**config.mk**
```make
export PLATFORM = sky130hd
export DESIGN_NAME = hazard_unit
export DESIGN_NICKNAME = d
export VERILOG_FILES = /design/src/rtl/hz_pkg.sv /design/src/rtl/hz_fwd_pick.sv /design/src/rtl/hz_stall.sv /design/src/rtl/hz_exsel_reg.sv /design/src/rtl/hazard_unit.sv
export SDC_FILE = /design/constraint.sdc
export NUM_CORES = 1
export LEC_CHECK = 0
export ABC_AREA = 1
export ABC_CLOCK_PERIOD_IN_PS = 2000
export BUFFER_PORTS_ARGS = -buffer_cell sky130_fd_sc_hd__buf_2
export CORE_MARGIN = 10
export CORE_UTILIZATION = 45
export DETAILED_ROUTE_END_ITERATION = 10
export GPL_ROUTABILITY_DRIVEN = 0
export PLACE_DENSITY = 0.86
export SLEW_MARGIN = 20
export SYNTH_ARGS = -nofsm -noshare
export SYNTH_HDL_FRONTEND = slang
export SYNTH_SLANG_ARGS = --single-unit
export TNS_END_PERCENT = 20
```
**constraint.sdc**
```tcl
create_clock -name clk -period 2 [get_ports clk]
set_input_delay 0.4 -clock clk [delete_from_list [all_inputs] [get_ports clk]]
set_output_delay 0.4 -clock clk [all_outputs]
set_load 0.005 [all_outputs]
```
**src/rtl/hz_pkg.sv**
```systemverilog
package hz_pkg;
  localparam int REG_W = 5;
  localparam int N_OPS = 2;

  typedef enum logic [1:0] {
    FWD_RF  = 2'b00,
    FWD_MEM = 2'b01,
    FWD_WB  = 2'b10
  } fwd_sel_e;
endpackage

```
**src/rtl/hz_fwd_pick.sv**
```systemverilog
module hz_fwd_pick #(
  parameter int W = 5
) (
  input  logic [W-1:0] src,
  input  logic         use_src,
  input  logic [W-1:0] young_dst,
  input  logic         young_wr,
  input  logic [W-1:0] old_dst,
  input  logic         old_wr,
  output logic [1:0]   sel,
  output logic         young_hit,
  output logic         old_hit
);
  import hz_pkg::*;

  logic src_live;

  always_comb begin
    src_live  = use_src && (src != '0);
    young_hit = src_live && young_wr && (young_dst == src);
    old_hit   = src_live && old_wr && (old_dst == src);
    if (young_hit)    sel = FWD_MEM;
    else if (old_hit) sel = FWD_WB;
    else              sel = FWD_RF;
  end
endmodule

```
**src/rtl/hz_stall.sv**
```systemverilog
module hz_stall #(
  parameter int N = 2
) (
  input  logic         id_branch,
  input  logic         ex_load,
  input  logic         mem_load,
  input  logic         brk_hold,
  input  logic [N-1:0] ex_hit,
  input  logic [N-1:0] mem_hit,
  output logic         stall
);
  logic load_use;
  logic br_wait;

  always_comb begin
    load_use = ex_load && (|ex_hit);
    br_wait  = id_branch && ((|ex_hit) || (mem_load && (|mem_hit)));
    stall    = load_use || br_wait || brk_hold;
  end
endmodule

```
**src/rtl/hz_exsel_reg.sv**
```systemverilog
module hz_exsel_reg #(
  parameter int N = 2
) (
  input  logic           clk,
  input  logic           rst,
  input  logic           bubble,
  input  logic [N-1:0][1:0] sel_d,
  output logic [N-1:0][1:0] sel_q
);
  always_ff @(posedge clk) begin
    if (rst || bubble) sel_q <= '0;
    else               sel_q <= sel_d;
  end

  assert_bubble_clears_R6: assert property (@(posedge clk) disable iff (rst)
    bubble |=> (sel_q == '0));

  for (genvar i = 0; i < N; i++) begin : g_chk
    assert_no_code3_R11: assert property (@(posedge clk) disable iff (rst)
      sel_q[i] != 2'b11);
  end
endmodule

```
**src/rtl/hazard_unit.sv**
```systemverilog
module hazard_unit #(
  parameter int REG_W = hz_pkg::REG_W
) (
  input  logic             clk,
  input  logic             rst,
  input  logic [REG_W-1:0] id_rs,
  input  logic [REG_W-1:0] id_rt,
  input  logic             id_use_rs,
  input  logic             id_use_rt,
  input  logic             id_branch,
  input  logic             brk_hold,
  input  logic [REG_W-1:0] ex_dst,
  input  logic             ex_wr,
  input  logic             ex_load,
  input  logic [REG_W-1:0] mem_dst,
  input  logic             mem_wr,
  input  logic             mem_load,
  input  logic [REG_W-1:0] wb_dst,
  input  logic             wb_wr,
  output logic             stall,
  output logic [1:0]       ex_fwd_a,
  output logic [1:0]       ex_fwd_b,
  output logic [1:0]       br_fwd_a,
  output logic [1:0]       br_fwd_b
);
  import hz_pkg::*;
  localparam int N = N_OPS;

  logic [N-1:0][REG_W-1:0] src;
  logic [N-1:0]            use_src;
  logic [N-1:0][1:0]       ex_sel_d, ex_sel_q, br_sel;
  logic [N-1:0]            ex_hit, mem_hit_ex, mem_hit_br, wb_hit;

  assign src     = {id_rt, id_rs};
  assign use_src = {id_use_rt, id_use_rs};

  for (genvar i = 0; i < N; i++) begin : g_op
    // early pick for execute: producer now in EX reaches MEM next cycle
    hz_fwd_pick #(.W(REG_W)) u_ex_pick (
      .src(src[i]), .use_src(use_src[i]),
      .young_dst(ex_dst), .young_wr(ex_wr),
      .old_dst(mem_dst), .old_wr(mem_wr),
      .sel(ex_sel_d[i]), .young_hit(ex_hit[i]), .old_hit(mem_hit_ex[i])
    );
    // branch comparator pick in decode: sources now in MEM and WB
    hz_fwd_pick #(.W(REG_W)) u_br_pick (
      .src(src[i]), .use_src(use_src[i]),
      .young_dst(mem_dst), .young_wr(mem_wr),
      .old_dst(wb_dst), .old_wr(wb_wr),
      .sel(br_sel[i]), .young_hit(mem_hit_br[i]), .old_hit(wb_hit[i])
    );
  end

  hz_stall #(.N(N)) u_stall (
    .id_branch(id_branch), .ex_load(ex_load), .mem_load(mem_load),
    .brk_hold(brk_hold), .ex_hit(ex_hit), .mem_hit(mem_hit_br),
    .stall(stall)
  );

  hz_exsel_reg #(.N(N)) u_exsel (
    .clk(clk), .rst(rst), .bubble(stall),
    .sel_d(ex_sel_d), .sel_q(ex_sel_q)
  );

  assign ex_fwd_a = ex_sel_q[0];
  assign ex_fwd_b = ex_sel_q[1];
  assign br_fwd_a = id_branch ? br_sel[0] : FWD_RF;
  assign br_fwd_b = id_branch ? br_sel[1] : FWD_RF;

  assert_zero_never_fwd_R4: assert property (@(posedge clk) disable iff (rst)
    (id_rs == '0) |=> (ex_fwd_a == FWD_RF));

  assert_brk_stalls_R10: assert property (@(posedge clk) disable iff (rst)
    brk_hold |-> stall);

  assert_br_load_waits_R9: assert property (@(posedge clk) disable iff (rst)
    (mem_load && (br_fwd_a == FWD_MEM || br_fwd_b == FWD_MEM)) |-> stall);

  assert_br_sel_legal_R11: assert property (@(posedge clk) disable iff (rst)
    (br_fwd_a != 2'b11) && (br_fwd_b != 2'b11));
endmodule

```
## After elaboration in Yosys (flattened, before gate mapping)

Cells that the tools add are included.

- Bits of input ports: 36
- Output and inout bits: 9
- Register bits: 4

- Equality and inequality tests: 6
- Mux-type cells: 10
- Reduce and logical (&&, ||, !) cells: 27

Operator list:

| operator | number |
|---|---|
| $eq 5x5->1 | 6 |
| $logic_and 1x1->1 | 17 |
| $mux 2 | 8 |
| $reduce_bool 5->1 | 2 |
| $reduce_or 2->1 | 4 |
| $logic_or 1x1->1 | 4 |
| $mux 1 | 2 |

## Longest topological paths before layout

Gate-level depths: netlist (run 1).

- Word-level depth: 12
- Mapped depth: 11
- Mapped depth without buffers: 11

## Modules after synthesis

From an unflattened synthesis (run 1), not the netlist that was laid out.

- Cells, all modules: 254
- Area total of the unflattened synthesis: 1154.9 µm²

Modules (own cells, without submodules):

| module | cells each | area each (µm²) | times used |
|---|---|---|---|
| hz_fwd_pick | 54 | 234.0 | 4 |
| hz_exsel_reg | 15 | 123.9 | 1 |
| hz_stall | 15 | 65.1 | 1 |
| hazard_unit | 8 | 30.0 | 1 |

## Worst setup path after synthesis (run 1)

OpenSTA, ideal clock, no wires.

- Path type: input -> output
- Start: input port id_rt[0]
- End: output port br_fwd_b[1]
- Buffers on the path: 0
- Slack: 497 ps
- Required time: 1600 ps
- Data arrival time: 1103 ps
- Stages on the path: 5
- Cells stage by stage: inv_1 nor2_1 nor4_1 nand4_1 a211oi_1

- Cells in the longest elaborated chain, start to end: 7
- Elaborated cells on any way between the ends: 11

Ends and longest elaborated chain:

| element | line | text |
|---|---|---|
| from (decl) | hazard_unit.sv:7 | `input logic [REG_W-1:0] id_rt,` |
| $reduce_bool 5->1 | hz_fwd_pick.sv:19 | `src_live = use_src && (src != '0);` |
| $logic_and 1x1->1 | hz_fwd_pick.sv:19 |  |
| $logic_and 1x1->1 (2 in series) | hz_fwd_pick.sv:21 | `old_hit = src_live && old_wr && (old_dst == src);` |
| $mux 2 | hz_fwd_pick.sv:23 | `else if (old_hit) sel = FWD_WB;` |
| $mux 2 (*) | hz_fwd_pick.sv:22 | `if (young_hit) sel = FWD_MEM;` |
| $mux 2 (*) | hazard_unit.sv:68 | `assign br_fwd_b = id_branch ? br_sel[1] : FWD_RF;` |
| to (decl) | hazard_unit.sv:24 | `output logic [1:0] br_fwd_b` |

Mark *: on every way between the ends. The rest lies on a longest branch, timed or not.

## Final worst setup path (run 1)

- Start: input port id_rs[4]
- End: output port stall

- Cells in the longest elaborated chain, start to end: 10
- Elaborated cells on any way between the ends: 16

Ends and longest elaborated chain:

| element | line | text |
|---|---|---|
| from (decl) | hazard_unit.sv:6 | `input logic [REG_W-1:0] id_rs,` |
| $reduce_bool 5->1 | hz_fwd_pick.sv:19 |  |
| $logic_and 1x1->1 | hz_fwd_pick.sv:19 |  |
| $logic_and 1x1->1 (2 in series) | hz_fwd_pick.sv:20 | `young_hit = src_live && young_wr && (young_dst == src);` |
| $reduce_or 2->1 | hz_stall.sv:17 | `br_wait = id_branch && ((\|ex_hit) \|\| (mem_load && (\|mem_hit)));` |
| $logic_and 1x1->1 | hz_stall.sv:17 |  |
| $logic_or 1x1->1 | hz_stall.sv:17 |  |
| $logic_and 1x1->1 | hz_stall.sv:17 |  |
| $logic_or 1x1->1 (*) (2 in series) | hz_stall.sv:18 | `stall = load_use \|\| br_wait \|\| brk_hold;` |
| to (decl) | hazard_unit.sv:20 | `output logic stall,` |

Marks and branches as above.

==> out/metrics.csv, run 1 <==
metric;value;unit
root buffer cell;clkbuf_4;
Pleak;0.652;nW
Final min period;1.83;ns
RSZ-0062 raised after global routing;false;
max reg flops;4;
CTS Hold Buffers Added;0;
first-pass GRT wire length;4040;um
Tcrit/Tclk final;0.917;
P per Cell Area;335;nW/um^2
Mean Syn Cell Area;5.12;um^2
syn nets;181;
Worst EP arrival;1.43;ns
pin count of the biggest net entering global routing;7;
CTS Sinks;4;
crit path capture type;output pin;
Detailed Route WL;2500;um
Hold Crit Depth;4;
drt first pass iters;4;
Die X;60.6;um
CTS Buffer Depth;2;
CP max FO;4;
Hold Vio Cnt, Final;0;
# port buffers;44;
CTS Buf Count;3;
vias in the first global route;1013;
DPL Wire Length;2250;um
Core Box Area;1540;um^2
dpl cells;205;
total vias in the final route;1047;
CTS clk-pin slew, worst paths;0.04;ns
largest register by flop count;u_exsel.sel_q;
status;finished clean;
1st-iter DRT viols;39;
Final setup viols;0;
VDD IR max;0.172;mV
Synth cell types;23;
CTS H-tree lvls;1;
Worst Hold End;u_exsel.sel_q[0];
GRT Total Usage;0.133;
wire per inst;12.0;um
die height;60.6;um
FMAX;545;MHz
Area Growth Syn to Fin;35.4;%
initial antenna violation count;0;
CTS tree;yes;
Final Non-Filler Cells;208;
Worst Tran Pin Value;0.281;ns
num ports;45;
Critical Path Start Type;primary input;
Ant. Diodes;0;
worst min-delay path category;primary input to flip-flop;
setup tns final;0;ns
Slew HR;0.810;
gr ovfl total;0;
Hold Crit Start;mem_load;
Final nets;230;
post-cts sizing count;0;
vias per inst;5.03;
Max-cap violations;0;
Syn Std Cell Area;742;um^2
Post-CTS Setup Inserts;0;
crit path kind;primary input to output pin;
layout cells sized above 1;0.333;
Gate Count Post-Synth;145;
die footprint;3670;um^2
Final ANT Viol Nets;0;
Synthesis Warnings;0;
drc violations;0;
FF+latch count, synth;4;
row cnt;14;
critical path required time;1.60;ns
initial core utilization;0.481;
Regs by FF count;u_exsel.sel_q x4;
Max Slew Vio Count;0;
sequential area share after synthesis;0.108;
cells by family after synthesis:
kind of cell	Yosys count	share of synthesized area
AND/OR/NAND/NOR	90	0.565
buffers and inverters	31	0.157
AO/OA/AOI/OAI	15	0.111
XOR/XNOR	5	0.0590
flip-flops	4	0.108
layout make-up:
class	count	area [um^2]
multi-input cells	110	546
fillers	142	537
inverters	31	116
well taps	16	20.0
repair buffers	44	220
flip-flops and latches	4	80.1
clock buffers	3	22.5
worst max-delay path: stages:
cell and delay [ns]:
buf_2 0.12, inv_1 0.10, nand2_1 0.06, nand2_1 0.05, nand2_1 0.06, nor2_2 0.15
nand4_1 0.15, nand2_2 0.12, nand2_4 0.06, nand3_1 0.06, buf_2 0.11
placed cells by master (no fill, tap or decap):
cell type  count
nand4_1        4
buf_2         44
xor2_1         3
a21oi_1        6
nand2_1       50
nor2_2         3
nand3_1        7
o21ai_0        4
nor4_1         1
xnor2_1        2
a211oi_1       2
nor2_1        15
nand4_4        1
nand4_2        1
clkbuf_4       3
o21ai_1        1
nand2_2        3
inv_1         25
nor3_2         1
o22ai_1        2
inv_2          6
nor3_1         2
or2_2          1
nand2_4        1
dfxtp_1        4
worst max path at each step:
stage	endpoint	from	depth (start not counted)	slack (ns)
2_1_floorplan	br_fwd_b[1]	id_rt[0]	5	0.50
3_3_place_gp	stall	id_rs[4]	11	0.19
3_5_place_dp	stall	id_rs[4]	11	0.17
4_1_cts	stall	id_rs[4]	11	0.16
5_1_grt	stall	id_rs[4]	11	0.04
6_report	stall	id_rs[4]	11	0.17
Yosys cell counts, drive strengths merged:
| master | instances | area share |
|---|---|---|
| nand2 | 54 | 0.29 |
| inv | 31 | 0.16 |
| nor2 | 18 | 0.10 |
| nand3 | 7 | 0.047 |
| a21oi | 6 | 0.040 |
| nand4 | 6 | 0.079 |
| o21ai | 5 | 0.034 |
| dfxtp | 4 | 0.11 |
| nor3 | 3 | 0.027 |
| xor2 | 3 | 0.035 |
| a211oi | 2 | 0.020 |
| o22ai | 2 | 0.017 |
| xnor2 | 2 | 0.024 |
| nor4 | 1 | 0.0084 |
| or2 | 1 | 0.0084 |
routing by layer:
layer | vias to the layer above | wire [um] | GRT usage
li1 | 546 | - | -
met3 | 0 | 229 | 0.0334
met2 | 47 | 1280 | 0.237
met1 | 454 | 991 | 0.153
met4 | 0 | 0 | 0.0313
met5 | - | 0 | 0
power by group:
group / switching, mW / internal [mW]
combinational: 0.0933 / 0.0642
sequential: 0.0000583 / 0.0805
clock: 0.0314 / 0.0670
metrics by stage:
stage	setup slack [ns]	power (mW)	util	hold WS, ns	cell area, um^2
after floorplan	0.497	0.166	-	0.587	742
after global placement	0.190	0.234	0.637	0.714	982
after detailed placement	0.166	0.238	0.637	0.722	982
after CTS	0.162	0.338	0.652	0.477	1000
after global routing	0.0433	0.365	0.652	0.491	1000
final	0.165	0.337	0.652	0.479	1000
Power figures use the tool's default switching activity.
==> run 2, diff against run 1 <==
--- a/config.mk
+++ b/config.mk
@@ -14,3 +14,3 @@
 export GPL_ROUTABILITY_DRIVEN = 0
-export PLACE_DENSITY = 0.86
+export PLACE_DENSITY = 0.78
 export SLEW_MARGIN = 20
@@ -18,2 +18,3 @@
 export SYNTH_HDL_FRONTEND = slang
+export SYNTH_HIERARCHICAL = 1
 export SYNTH_SLANG_ARGS = --single-unit
--- a/constraint.sdc
+++ b/constraint.sdc
@@ -3,2 +3,2 @@
 set_output_delay 0.4 -clock clk [all_outputs]
-set_load 0.005 [all_outputs]
+set_load 0.01 [all_outputs]
==> run 2 against run 1 <==
Against the previous run: sequential power barely moved; via count rose by 32%; core utilization down 8.0 points; final cell count is 56% higher.
==> out/metrics.csv, run 2 <==
metric;value;unit
Worst Hold End;u_exsel/sel_q[1];
gr ovfl total;0;
CTS tree;yes;
critical path required time;1.60;ns
critical path, cell by cell;buf_2, inv_2, nand2_1, nand2_1, nor2_1, nand3_1, nor2_2, inv_1, nand2_2, nand2_1, nand3_2, buf_2;
Worst EP arrival;1.48;ns
fin worst setup slack;0.122;ns
Crit path buffers/inverters;4;
Gate Count Post-Synth;250;
Max-cap violations;0;
max reg flops;4;
Core Box Area;2450;um^2
syn nets;286;
Hold Crit Start;rst;
Area Growth Syn to Fin;23.1;%
die footprint;4950;um^2
Hold Vio Cnt, Final;0;
Slowest cell on crit path;buf_2;
pre-CTS setup slack;0.114;ns
Pleak;0.985;nW
CTS Sinks;4;
Critical Path Start Type;primary input;
initial core utilization;0.464;
largest register by flop count;u_exsel/sel_q;
P per Cell Area;279;nW/um^2
root buffer cell;clkbuf_4;
Die X;70.3;um
Detailed Route WL;3080;um
initial antenna violation count;0;
VDD IR max;0.258;mV
CTS clk-pin slew, worst paths;0.04;ns
Seq pwr share;0.206;
vias per inst;4.27;
row cnt;18;
Mean Syn Cell Area;4.56;um^2
Final nets;332;
switching power;0.162;mW
most frequent CP cell;nand2_1;
die height;70.3;um
DPL Wire Length;2630;um
CTS Buf Count;3;
critical path's largest stage delay;0.18;ns
Syn Std Cell Area;1140;um^2
Post-Route Utilization;0.571;
Final setup viols;0;
clock power share;0.254;
layout cells sized above 1;0.255;
first-pass GRT wire length;5440;um
commonest non-fill, non-tap cell in the layout;nand2_1;
pin count of the biggest net entering global routing;9;
Worst Tran Pin Value;0.194;ns
vias in the first global route;1303;
Int Power;0.229;mW
family with the most delay on the worst path;simple AND/OR/NAND/NOR gates;
1st-iter DRT viols;35;
Final min period;1.88;ns
Tcrit/Tclk final;0.939;
worst min-delay path category;primary input to flip-flop;
FMAX;532;MHz
CP max FO;8;
Max Slew Vio Count;0;
wire per inst;9.51;um
GRT Total Usage;0.124;
drt first pass iters;5;
drc violations;0;
crit path capture type;output pin;
total vias in the final route;1385;
Hold Crit Depth;4;
# port buffers;44;
Ant. Diodes;0;
Synthesis Warnings;6;
num ports;45;
Final Non-Filler Cells;324;
Regs by FF count;u_exsel/sel_q x4;
Slew HR;0.871;
Final ANT Viol Nets;0;
Sw Share;0.414;
Hold Worst Slack;0.450;ns
Comb power frac;0.540;
CTS Buffer Depth;2;
crit path kind;primary input to output pin;
status;finished clean;
CTS H-tree lvls;1;
most frequent cells in the layout;85 x nand2_1, 62 x inv_1, 42 x buf_2, 40 x nor2_1;
dpl cells;320;
run 2: worst max path at each step:
stage                     from  endpoint  slack [ns]  cells past startpoint
finish                id_rt[0]     stall        0.12                     12
global route          id_rt[0]     stall      -0.003                     12
CTS                   id_rs[1]     stall        0.11                     12
detailed placement    id_rs[1]     stall        0.11                     12
global placement      id_rs[1]     stall        0.12                     12
floorplan           mem_dst[3]     stall        0.56                     10
run 2: timing repair:
action / 4_1_cts / 5_1_grt
endpoints found under the setup margin: 0 / 1
resized for setup: 0 / 2
buffers inserted: 0 / 1
hold buffers: 0 / 0
run 2: worst min-delay path: cells and delay by family:
family	cells	cell delay (ns)
buffers and inverters	2	0.11
AND/OR/NAND/NOR	2	0.13
run 2: power groups by stage:
| stage | Sequential, mW | Combinational (mW) | Clock (mW) |
|---|---|---|---|
| 2_1_floorplan | 0.0819 | 0.121 | 0 |
| 5_1_grt | 0.0804 | 0.246 | 0.114 |
| 3_5_place_dp | 0.0817 | 0.210 | 0 |
| 4_1_cts | 0.0805 | 0.211 | 0.105 |
| 3_3_place_gp | 0.0817 | 0.208 | 0 |
| 6_report | 0.0805 | 0.211 | 0.0994 |
run 2: final cells by class:
type                       instances  area, um^2
fill                             283        1050
sequential                         4        80.1
tap                               30        37.5
clock buffer                       3        22.5
timing repair buffer              45         233
multi-input combinational        168         752
inverter                          74         278
run 2: metal layers:
layer  vias to the layer above  part of all wire  GRT usage
li1                        789                 -          -
met1                       560              0.45      0.144
met2                        34              0.48      0.216
met3                         2             0.069     0.0353
met4                         0            0.0045     0.0263
met5                         -                 0          0
run 2: metrics by stage:
step	setup TNS (ns)	power [mW]	area, um^2
2_1_floorplan	0	0.203	1140
3_3_place_gp	0	0.289	1370
3_5_place_dp	0	0.292	1370
4_1_cts	0	0.396	1390
5_1_grt	-0.00291	0.441	1400
6_report	0	0.391	1400
==> run 3, diff against run 2 <==
==> constraint.sdc (replaced) <==
create_clock -name clk -period 2 [get_ports clk]
set_input_delay 0.6 -clock clk [delete_from_list [all_inputs] [get_ports clk]]
set_output_delay 0.6 -clock clk [all_outputs]
set_load 0.01 [all_outputs]
==> run 3 against run 2 <==
Against the previous run: the run now ends with setup timing left; wire length is 20% higher; largest power group unchanged; maximum frequency is 13% lower; first-iteration DRC count is 17% higher; worst hold slack better by 0.21 ns.
==> out/metrics.csv, run 3 (synthesized netlist as in run 2, its figures left out) <==
metric;value;unit
Int Power;0.290;mW
VDD IR max;0.275;mV
worst min-delay path category;primary input to flip-flop;
Worst Tran Pin Value;0.141;ns
Final min period;2.16;ns
drt first pass iters;4;
DPL Wire Length;2740;um
Slowest cell on crit path;nor2_2;
Seq pwr share;0.171;
violated checks;setup timing;
design area;1780;um^2
initial core utilization;0.464;
crit path kind;primary input to output pin;
FMAX;463;MHz
Hold Vio Cnt, Final;0;
Die X;70.3;um
RSZ-0062 raised after global routing;true;
Comb power frac;0.621;
layout cells sized above 1;0.364;
CP max FO;8;
Crit path buffers/inverters;4;
Detailed Route WL;3710;um
CTS Hold Buffers Added;0;
drc violations;0;
Final nets;354;
Post-Route Utilization;0.724;
area of placed instances;1500;um^2
root buffer cell;clkbuf_4;
pin count of the biggest net entering global routing;9;
# port buffers;44;
Final setup viols;5;
commonest non-fill, non-tap cell in the layout;nand2_1;
clock power share;0.208;
Regs by FF count;u_exsel/sel_q x4;
most frequent CP cell;nand2_2;
Final ANT Viol Nets;0;
CTS H-tree lvls;1;
Worst EP arrival;1.56;ns
Critical Path Start Type;primary input;
switching power;0.180;mW
crit path capture type;output pin;
first-pass GRT wire length;5920;um
critical path's largest stage delay;0.15;ns
max reg flops;4;
Max Slew Vio Count;0;
family with the most delay on the worst path;simple AND/OR/NAND/NOR gates;
Hold Worst Slack;0.657;ns
Sw Share;0.382;
Ant. Diodes;0;
critical path, cell by cell;buf_12, inv_2, nand2_2, nand2_2, nor2_1, nand3_1, nor2_2, inv_1, nand2_2, nand2_2, nand3_2, buf_6;
Area Growth Syn to Fin;56.0;%
critical path required time;1.40;ns
dpl cells;338;
largest register by flop count;u_exsel/sel_q;
Slew HR;0.905;
CTS Sinks;4;
die height;70.3;um
vias per inst;4.38;
row cnt;18;
fin worst setup slack;-0.158;ns
Max-cap violations;0;
CTS tree;yes;
1st-iter DRT viols;41;
Tcrit/Tclk final;1.08;
status;complete, but fails checks;
most frequent cells in the layout;76 x nand2_1, 56 x inv_1, 40 x nor2_1, 24 x buf_2, 23 x buf_4;
CTS clk-pin slew, worst paths;0.04;ns
Tot Pwr;0.470;mW
GRT Total Usage;0.136;
gr ovfl total;0;
Pleak;1.15;nW
initial antenna violation count;0;
CTS Buffer Depth;2;
Final Non-Filler Cells;346;
CTS Buf Count;3;
P per Cell Area;265;nW/um^2
total vias in the final route;1517;
Core Box Area;2450;um^2
wire per inst;10.7;um
vias in the first global route;1381;
die footprint;4950;um^2
num ports;45;
run 3: changes by cell type in the layout (fill, tap and decap cells not counted), moves of 6 or more:
cell     change
buf_6       +11
inv_1        -6
nand2_2      +9
buf_4       +22
buf_2       -18
nand2_1      -9
buf_8        +6
run 3: through the flow:
| stage | worst slack (ns) | TNS (ns) |
|---|---|---|
| 2_1_floorplan | 0.155 | 0 |
| 5_1_grt | -0.282 | -1.15 |
| 6_report | -0.158 | -0.543 |
| 3_5_place_dp | -0.243 | -0.938 |
| 3_3_place_gp | -0.242 | -0.918 |
| 4_1_cts | -0.149 | -0.544 |
run 3: repair_timing:
item,4_1_cts,5_1_grt
pin swaps,14,22
gates resized for setup,41,28
buffers inserted,3,2
setup endpoints to repair,5,5
run 3: cell type report:
| class | instances | area [um^2] |
|---|---|---|
| tap | 30 | 37.5 |
| inverter | 74 | 285 |
| multi-input combinational | 168 | 786 |
| sequential | 4 | 80.1 |
| fill | 227 | 677 |
| clock buffer | 3 | 22.5 |
| timing repair buffer | 67 | 567 |
run 3: tightest hold or removal path, delay by kind of cell:
family,cells,cell delay (ns)
buf+inv,2,0.11
simple gates,2,0.13
run 3: metal layers:
metal	up-vias	track usage	wire, um
met5	-	0	0
met4	0	0.0263	16
met3	2	0.0325	231
met2	42	0.259	2000
met1	637	0.144	1470
li1	836	-	-
run 3: final timing paths:
| kind | cells past startpoint | endpoint | slack (ns) | start |
|---|---|---|---|---|
| worst max-delay path | 12 | stall | -0.16 | id_rs[0] |
| worst min-delay path | 4 | u_exsel/sel_q[1] | 0.66 | rst |
run 3: power groups by stage:
stage	registers, mW	logic, mW	clock network, mW
4_1_cts	0.0805	0.264	0.104
5_1_grt	0.0804	0.327	0.107
3_3_place_gp	0.0817	0.228	0
6_report	0.0805	0.292	0.0979
2_1_floorplan	0.0819	0.121	0
3_5_place_dp	0.0818	0.231	0
